===== config.mk =====
export PLATFORM = sky130hd
export DESIGN_NAME = mbx_ctrl
export DESIGN_NICKNAME = d
export VERILOG_FILES = /design/src/rtl/mbx_pkg.sv /design/src/rtl/mbx_lock.sv /design/src/rtl/mbx_chan.sv /design/src/rtl/mbx_irq_or.sv /design/src/rtl/mbx_ctrl.sv
export SDC_FILE = /design/constraint.sdc
export NUM_CORES = 2
export LEC_CHECK = 0
export ABC_AREA = 1
export BUFFER_PORTS_ARGS = -buffer_cell sky130_fd_sc_hd__buf_2
export CAP_MARGIN = 20
export CORE_ASPECT_RATIO = 0.9
export CORE_MARGIN = 2
export CORE_UTILIZATION = 35
export DETAILED_ROUTE_END_ITERATION = 7
export GPL_ROUTABILITY_DRIVEN = 0
export SYNTH_ARGS = -nofsm -noshare
export SYNTH_HDL_FRONTEND = slang
export SYNTH_SLANG_ARGS = --single-unit

===== constraint.sdc =====
create_clock -name clk -period 5.93 [get_ports clk]
set_input_delay 0.8895 -clock clk [delete_from_list [all_inputs] [get_ports clk]]
set_output_delay 0.8895 -clock clk [all_outputs]
set_load 0.005 [all_outputs]

===== src/rtl/mbx_pkg.sv =====
package mbx_pkg;
  localparam int unsigned DATA_W    = 32;
  localparam int unsigned ADDR_W    = 12;
  localparam int unsigned MSG_WORDS = 8;
  localparam logic [ADDR_W-1:0] LOCK_ADDR = 12'hA00;
  localparam logic [DATA_W-1:0] UNLOCK_KEY = 32'h1ACC_E551;

  localparam logic [5:0] OFF_SRC   = 6'h00;
  localparam logic [5:0] OFF_DST   = 6'h04;
  localparam logic [5:0] OFF_DCLR  = 6'h08;
  localparam logic [5:0] OFF_DSTAT = 6'h0C;
  localparam logic [5:0] OFF_MODE  = 6'h10;
  localparam logic [5:0] OFF_MASK  = 6'h14;
  localparam logic [5:0] OFF_ICLR  = 6'h18;
  localparam logic [5:0] OFF_SEND  = 6'h1C;

  typedef enum logic [1:0] {
    ST_IDLE  = 2'd0,
    ST_READY = 2'd1,
    ST_BUSY  = 2'd2,
    ST_ACK   = 2'd3
  } chan_st_e;
endpackage


===== src/rtl/mbx_lock.sv =====
module mbx_lock
  import mbx_pkg::*;
(
  input  logic              clk,
  input  logic              rst_n,
  input  logic              we_i,
  input  logic              sel_i,
  input  logic [DATA_W-1:0] wdata_i,
  output logic              locked_o
);
  logic locked_q;

  always_ff @(posedge clk or negedge rst_n) begin
    if (!rst_n)            locked_q <= 1'b1;
    else if (we_i && sel_i) locked_q <= (wdata_i != UNLOCK_KEY);
  end

  assign locked_o = locked_q;

  // the key opens the block on the next cycle
  assert_key_unlocks_R2: assert property (@(posedge clk) disable iff (!rst_n)
    (we_i && sel_i && wdata_i == UNLOCK_KEY) |=> !locked_o);
endmodule


===== src/rtl/mbx_chan.sv =====
module mbx_chan
  import mbx_pkg::*;
#(
  parameter int unsigned NVEC = 8
) (
  input  logic              clk,
  input  logic              rst_n,
  input  logic              we_i,
  input  logic              locked_i,
  input  logic [5:0]        off_i,
  input  logic [DATA_W-1:0] wdata_i,
  output logic [DATA_W-1:0] rdata_o,
  output logic [NVEC-1:0]   req_o
);
  localparam int unsigned WIDX_W = $clog2(MSG_WORDS);

  chan_st_e               st_q;
  logic [NVEC-1:0]        src_q, dst_q, pend_q, mask_q;
  logic                   auto_q;
  logic [DATA_W-1:0]      msg_q [MSG_WORDS];
  logic                   wr;
  logic [NVEC-1:0]        wv;
  logic                   wv_onehot;
  logic [WIDX_W-1:0]      widx;

  assign wr        = we_i && !locked_i;
  assign wv        = wdata_i[NVEC-1:0];
  assign wv_onehot = (wv != '0) && ((wv & (wv - 1'b1)) == '0);
  assign widx      = off_i[WIDX_W+1:2];

  always_ff @(posedge clk or negedge rst_n) begin
    if (!rst_n) begin
      st_q   <= ST_IDLE;
      src_q  <= '0;
      dst_q  <= '0;
      pend_q <= '0;
      mask_q <= '1;
      auto_q <= 1'b0;
      for (int i = 0; i < MSG_WORDS; i++) msg_q[i] <= '0;
    end else begin
      if (st_q == ST_BUSY && auto_q) st_q <= ST_ACK;
      if (wr) begin
        case (off_i)
          OFF_SRC: begin
            if (st_q == ST_IDLE && wv_onehot) begin
              src_q <= wv;
              st_q  <= ST_READY;
            end else if (st_q == ST_READY && wv == '0) begin
              src_q <= '0;
              st_q  <= ST_IDLE;
            end
          end
          OFF_DST:  dst_q  <= wv;
          OFF_DCLR: begin
            pend_q <= pend_q & ~wv;
            if (st_q == ST_BUSY) st_q <= ST_ACK;
          end
          OFF_MODE: auto_q <= wdata_i[0];
          OFF_MASK: mask_q <= wv;
          OFF_ICLR: if (st_q == ST_ACK && (wv & src_q) != '0) st_q <= ST_READY;
          OFF_SEND: begin
            if (st_q == ST_READY && wv == src_q) begin
              pend_q <= pend_q | dst_q;
              st_q   <= ST_BUSY;
            end
          end
          default: if (off_i[5]) msg_q[widx] <= wdata_i;
        endcase
      end
    end
  end

  always_comb begin
    rdata_o = '0;
    case (off_i)
      OFF_SRC:   rdata_o = DATA_W'(src_q);
      OFF_DST:   rdata_o = DATA_W'(dst_q);
      OFF_DSTAT: rdata_o = DATA_W'(pend_q);
      OFF_MODE:  rdata_o = {24'd0, st_q == ST_ACK, 1'b0, st_q == ST_READY,
                            st_q == ST_IDLE, 3'd0, auto_q};
      OFF_MASK:  rdata_o = DATA_W'(mask_q);
      default:   if (off_i[5]) rdata_o = msg_q[widx];
    endcase
  end

  assign req_o = (pend_q | ((st_q == ST_ACK) ? src_q : '0)) & ~mask_q;

  // locked writes leave configuration and state untouched
  assert_locked_write_ignored_R2: assert property (@(posedge clk) disable iff (!rst_n)
    (we_i && locked_i && st_q != ST_BUSY) |=> ($stable(dst_q) && $stable(src_q) && $stable(st_q)));
  // an owned channel always has exactly one owner bit
  assert_acquire_onehot_R3: assert property (@(posedge clk) disable iff (!rst_n)
    (st_q != ST_IDLE) |-> $onehot(src_q));
  // a send makes every destination bit pending
  assert_send_pends_R5: assert property (@(posedge clk) disable iff (!rst_n)
    (wr && off_i == OFF_SEND && st_q == ST_READY && wv == src_q)
      |=> ((pend_q & $past(dst_q)) == $past(dst_q)) && st_q == ST_BUSY);
  // automatic acknowledge leaves busy after one cycle
  assert_autoack_next_R6: assert property (@(posedge clk) disable iff (!rst_n)
    (st_q == ST_BUSY && auto_q) |=> st_q == ST_ACK);
  // the acknowledged state is only entered from busy
  assert_ack_from_busy_R7: assert property (@(posedge clk) disable iff (!rst_n)
    (st_q == ST_ACK && $past(st_q) != ST_ACK) |-> $past(st_q) == ST_BUSY);
endmodule


===== src/rtl/mbx_irq_or.sv =====
module mbx_irq_or #(
  parameter int unsigned NCH  = 4,
  parameter int unsigned NVEC = 8
) (
  input  logic [NCH-1:0][NVEC-1:0] req_i,
  output logic [NVEC-1:0]          irq_o
);
  always_comb begin
    irq_o = '0;
    for (int c = 0; c < NCH; c++) irq_o = irq_o | req_i[c];
  end
endmodule


===== src/rtl/mbx_ctrl.sv =====
module mbx_ctrl
  import mbx_pkg::*;
#(
  parameter int unsigned NCH  = 4,
  parameter int unsigned NVEC = 8
) (
  input  logic              clk,
  input  logic              rst_n,
  input  logic              bus_we,
  input  logic [11:0]       bus_addr,
  input  logic [31:0]       bus_wdata,
  output logic [31:0]       bus_rdata,
  output logic [NVEC-1:0]   irq_o
);
  localparam int unsigned CW = (NCH > 1) ? $clog2(NCH) : 1;

  logic                      lock_sel, locked, chan_space;
  logic [4:0]                chidx;
  logic [NCH-1:0][NVEC-1:0]  req;
  logic [DATA_W-1:0]         chan_rd [NCH];

  assign lock_sel   = (bus_addr == LOCK_ADDR);
  assign chidx      = bus_addr[10:6];
  assign chan_space = !bus_addr[11] && (32'(chidx) < NCH);

  mbx_lock u_lock (
    .clk(clk), .rst_n(rst_n), .we_i(bus_we), .sel_i(lock_sel),
    .wdata_i(bus_wdata), .locked_o(locked)
  );

  for (genvar c = 0; c < NCH; c++) begin : g_chan
    mbx_chan #(.NVEC(NVEC)) u_chan (
      .clk(clk), .rst_n(rst_n),
      .we_i(bus_we && chan_space && chidx == 5'(c)),
      .locked_i(locked), .off_i(bus_addr[5:0]), .wdata_i(bus_wdata),
      .rdata_o(chan_rd[c]), .req_o(req[c])
    );
  end

  mbx_irq_or #(.NCH(NCH), .NVEC(NVEC)) u_irq (.req_i(req), .irq_o(irq_o));

  always_comb begin
    if (lock_sel)        bus_rdata = {31'd0, locked};
    else if (chan_space) bus_rdata = chan_rd[chidx[CW-1:0]];
    else                 bus_rdata = '0;
  end
endmodule


==> impl_metrics.toml <==
[cts]
cts.path.max_buffers = 3
clock_insertion_delay_worst_skew_ps = 750
number_of_buffers_added_by_the_clock_tree_synthesis_step = 117
clock_sink_count = 1165
cts_root_buffer = "sky130_fd_sc_hd__clkbuf_16"
postCtsHoldBufs = 0
cts.reportedPaths.clkPinSlew_ps = 70
post_cts_buffers = 0
cts_resized = 0
tritoncts = "built"
htreeDepth = 3

[yosys]
cell_area_after_synthesis_um2 = 53300
yosysWarnings = 0
ff_latch_count_synth = 1165
synth.distinct_cells = 48
synth.largest_area_cell = "sky130_fd_sc_hd__dfrtp_1"
fraction_of_post_synthesis_cell_area_in_the_top_cell_type_by_area_pct = 53.1
synth.top_cells.by_area = "sky130_fd_sc_hd__dfrtp_1 (53%), sky130_fd_sc_hd__nand2_1 (16%), sky130_fd_sc_hd__o21ai_0 (8.4%), sky130_fd_sc_hd__o21ai_1 (3.1%), sky130_fd_sc_hd__nand4_1 (2.5%)"
synth.yosys.seq_area_share_pct = 54.7
postSynthAreaPerCell_um2 = 8.25
synthesis.instances = 6461
count_of_flip_flops_with_a_built_in_enable_after_synthesis = 0
syn_nets = 6540
ys_dominant_reg_cell = "sky130_fd_sc_hd__dfrtp_1"
synth_async_sr_flop_share_pct = 100

[routing]
detail_route.wirelength_mm = 185
post-route-drc-count = 0
number_of_routed_nets_with_antenna_violations = 0
post_drt_via_cell_ratio = 5.51
initialDrtViolationCount = 5266
vias = 45900
wire_per_inst_um = 22.2
detailedRoute.firstPassIterationCount = 6

[power_and_ir_drop]
static-leakage-power_nw = 26.2
peakVddDrop_v = 0.000243
design_power_total_mw = 16.7
p_per_area_nw_per_um2 = 283

[finish]
mostFrequentLayoutCell = "sky130_fd_sc_hd__nand2_1"
post-route-util_pct = 39.1
post_route_cell_area_um2 = 59000
final_layout_size_suffix_gt1_share_pct = 7.67
layout.cells.most_common_list = "sky130_fd_sc_hd__nand2_1 (2287), sky130_fd_sc_hd__dfrtp_1 (1132), sky130_fd_sc_hd__o21ai_0 (898), sky130_fd_sc_hd__o21ai_1 (325), sky130_fd_sc_hd__a21oi_1 (231)"
multi_input_comb_area_um2 = 21300
fillCellCount = 15300
final_nets = 6331
synthToLayoutAreaGrowth_pct = 10.5
layout.area.seq_um2 = 29200

[die]
initial_utilization_pct = 35.4
design.portCount = 87
fp.dieArea_um2 = 156000
placementRows = 135
fp.dieW_um = 415
core_region_area_um2 = 151000
fp.dieH_um = 374

[setup_path]
worst-endpoint-required_ps = 5040
critPathLaunchType = "input port"
worst-path-max-fanout = 43
timing.critical_path.arrival_ps = 3970
worst_setup_path_end_kind = "output pin"
timing.setup.critical_path_class = "in2out"

[flow_run]
maxCapViolCount = 0

[timing]
setup_viol_count_final = 0
final.setup.tns_ps = 0
timing.slew.headroom_pct = 24.9
worst_slew_pin_slew_ps = 1130
final-max-slew-violation-count = 0
final-hold-violation-count = 0
period_share_pct = 81.9
rsz0062_at_grt = "no"
skew_ps = 46.3
max_freq_mhz = 206
finalWorstPathRequiredPeriod_ps = 4860

[global_routing]
antenna_found_initial = 7
number_of_global_route_vias_before_repair = 43500
grt_max_degree = 148
grt_overflow = 0
groute.usage.overall_pct = 23.5
grt_pass1_wl_mm = 282

[outcome]
run_status = "completed"

[worst_hold_path]
hold_path.class = "in2async"

[place]
dpl_wire_length_mm = 99.9
io_buffer_count = 86
dpl-instance-area_um2 = 55100
registers in the layout, summed over array words and instances (netlist names):
signal	count
u_lock.locked_o	1
g_chan.u_chan.src_q	32
g_chan.u_chan.dst_q	32
g_chan.u_chan.mask_q	32
g_chan.u_chan.pend_q	32
g_chan.u_chan.msg_q	1024
g_chan.u_chan.st_q	8
g_chan.u_chan.auto_q	4
final timing paths:
| kind | cells past startpoint | startpoint | slack [ps] | end |
|---|---|---|---|---|
| min | 1 | rst_n | 170 | g_chan[0].u_chan.src_q[2]$_DFFE_PN0P_ |
| max reg2reg | 6 | u_lock.locked_o$_DFFE_PN1P_ | 2930 | g_chan[0].u_chan.msg_q[233]$_DFFE_PN0P_ |
| min reg2reg | 2 | g_chan[1].u_chan.pend_q[4]$_DFFE_PN0P_ | 480 | g_chan[1].u_chan.pend_q[4]$_DFFE_PN0P_ |
| max | 11 | bus_addr[3] | 1070 | bus_rdata[4] |
| max in group asynchronous | 2 | rst_n | 4300 | g_chan[1].u_chan.msg_q[24]$_DFFE_PN0P_ |
| min in group clk | 2 | g_chan[1].u_chan.pend_q[4]$_DFFE_PN0P_ | 480 | g_chan[1].u_chan.pend_q[4]$_DFFE_PN0P_ |
logic make-up (layout without fill, tap and decap cells):
kind of cell	Yosys count	after routing	share of synthesized area [%]
compound gates	1612	1612	15.9
fa+ha+maj	32	32	0.751
simple gates	2949	2949	23.1
buf+inv	703	590	5.56
flops	1165	1165	54.7
other cells	0	1	0
synthesized netlist by cell type, types with 4 or more instances:
cell type	count
sky130_fd_sc_hd__a211oi_1	19
sky130_fd_sc_hd__a21oi_1	231
sky130_fd_sc_hd__a22oi_1	66
sky130_fd_sc_hd__a31oi_1	4
sky130_fd_sc_hd__buf_1	31
sky130_fd_sc_hd__buf_2	146
sky130_fd_sc_hd__buf_6	18
sky130_fd_sc_hd__clkbuf_1	295
sky130_fd_sc_hd__dfrtp_1	1132
sky130_fd_sc_hd__dfstp_2	33
sky130_fd_sc_hd__ha_1	32
sky130_fd_sc_hd__inv_1	199
sky130_fd_sc_hd__inv_2	8
sky130_fd_sc_hd__nand2_1	2288
sky130_fd_sc_hd__nand2_2	11
sky130_fd_sc_hd__nand2_4	24
sky130_fd_sc_hd__nand3_1	151
sky130_fd_sc_hd__nand4_1	211
sky130_fd_sc_hd__nand4_2	4
sky130_fd_sc_hd__nor2_1	186
sky130_fd_sc_hd__nor2_2	6
sky130_fd_sc_hd__nor2_8	6
sky130_fd_sc_hd__nor3_1	23
sky130_fd_sc_hd__nor4_1	12
sky130_fd_sc_hd__o211ai_1	10
sky130_fd_sc_hd__o21ai_0	898
sky130_fd_sc_hd__o21ai_1	325
sky130_fd_sc_hd__o21ai_2	12
sky130_fd_sc_hd__o22ai_1	23
sky130_fd_sc_hd__o31ai_1	14
sky130_fd_sc_hd__or2_2	16
power breakdown:
group	internal, mW	switching [mW]
logic	0.208	0.790
clock network	4.25	3.33
registers	8.06	0.0574
total	12.5	4.17
per-layer routing:
layer | vias up | global-route usage (%) | share of wire, %
met4 | 10 | 7.40 | 3.4
li1 | 21000 | - | -
met2 | 2008 | 35.9 | 44
met1 | 22600 | 33.6 | 44
met3 | 380 | 4.62 | 8.8
met5 | - | 0 | 0.032
critical path: stages:
cell                      delay [ps]
sky130_fd_sc_hd__buf_2           460
sky130_fd_sc_hd__inv_2           360
sky130_fd_sc_hd__nor2_4          270
sky130_fd_sc_hd__buf_4           560
sky130_fd_sc_hd__a21oi_1         140
sky130_fd_sc_hd__nand4_1         100
sky130_fd_sc_hd__nand3_1         170
sky130_fd_sc_hd__nand3_1         210
sky130_fd_sc_hd__nand3_1          90
sky130_fd_sc_hd__nor2_1          440
sky130_fd_sc_hd__buf_2           220
through the flow:
stage / hold WS, ps / instances / setup WS [ps]
floorplan: 449 / 6461 / 2760
global placement: 463 / 8116 / 1190
detailed placement: 465 / 8118 / 1170
CTS: 185 / 8333 / 1150
global route: 223 / 8334 / 939
finish: 166 / 8335 / 1070
final cells by class:
class                   instances  area share, %
diodes                          1        0.00424
clock buffers                 179           5.89
clock inverters                36          0.713
inverters                     211           1.37
multi-input cells            4593           36.1
flip-flops and latches       1165           49.5
well taps                    1986           4.22
repair buffers                164           2.23
Power figures use the tool's default switching activity.
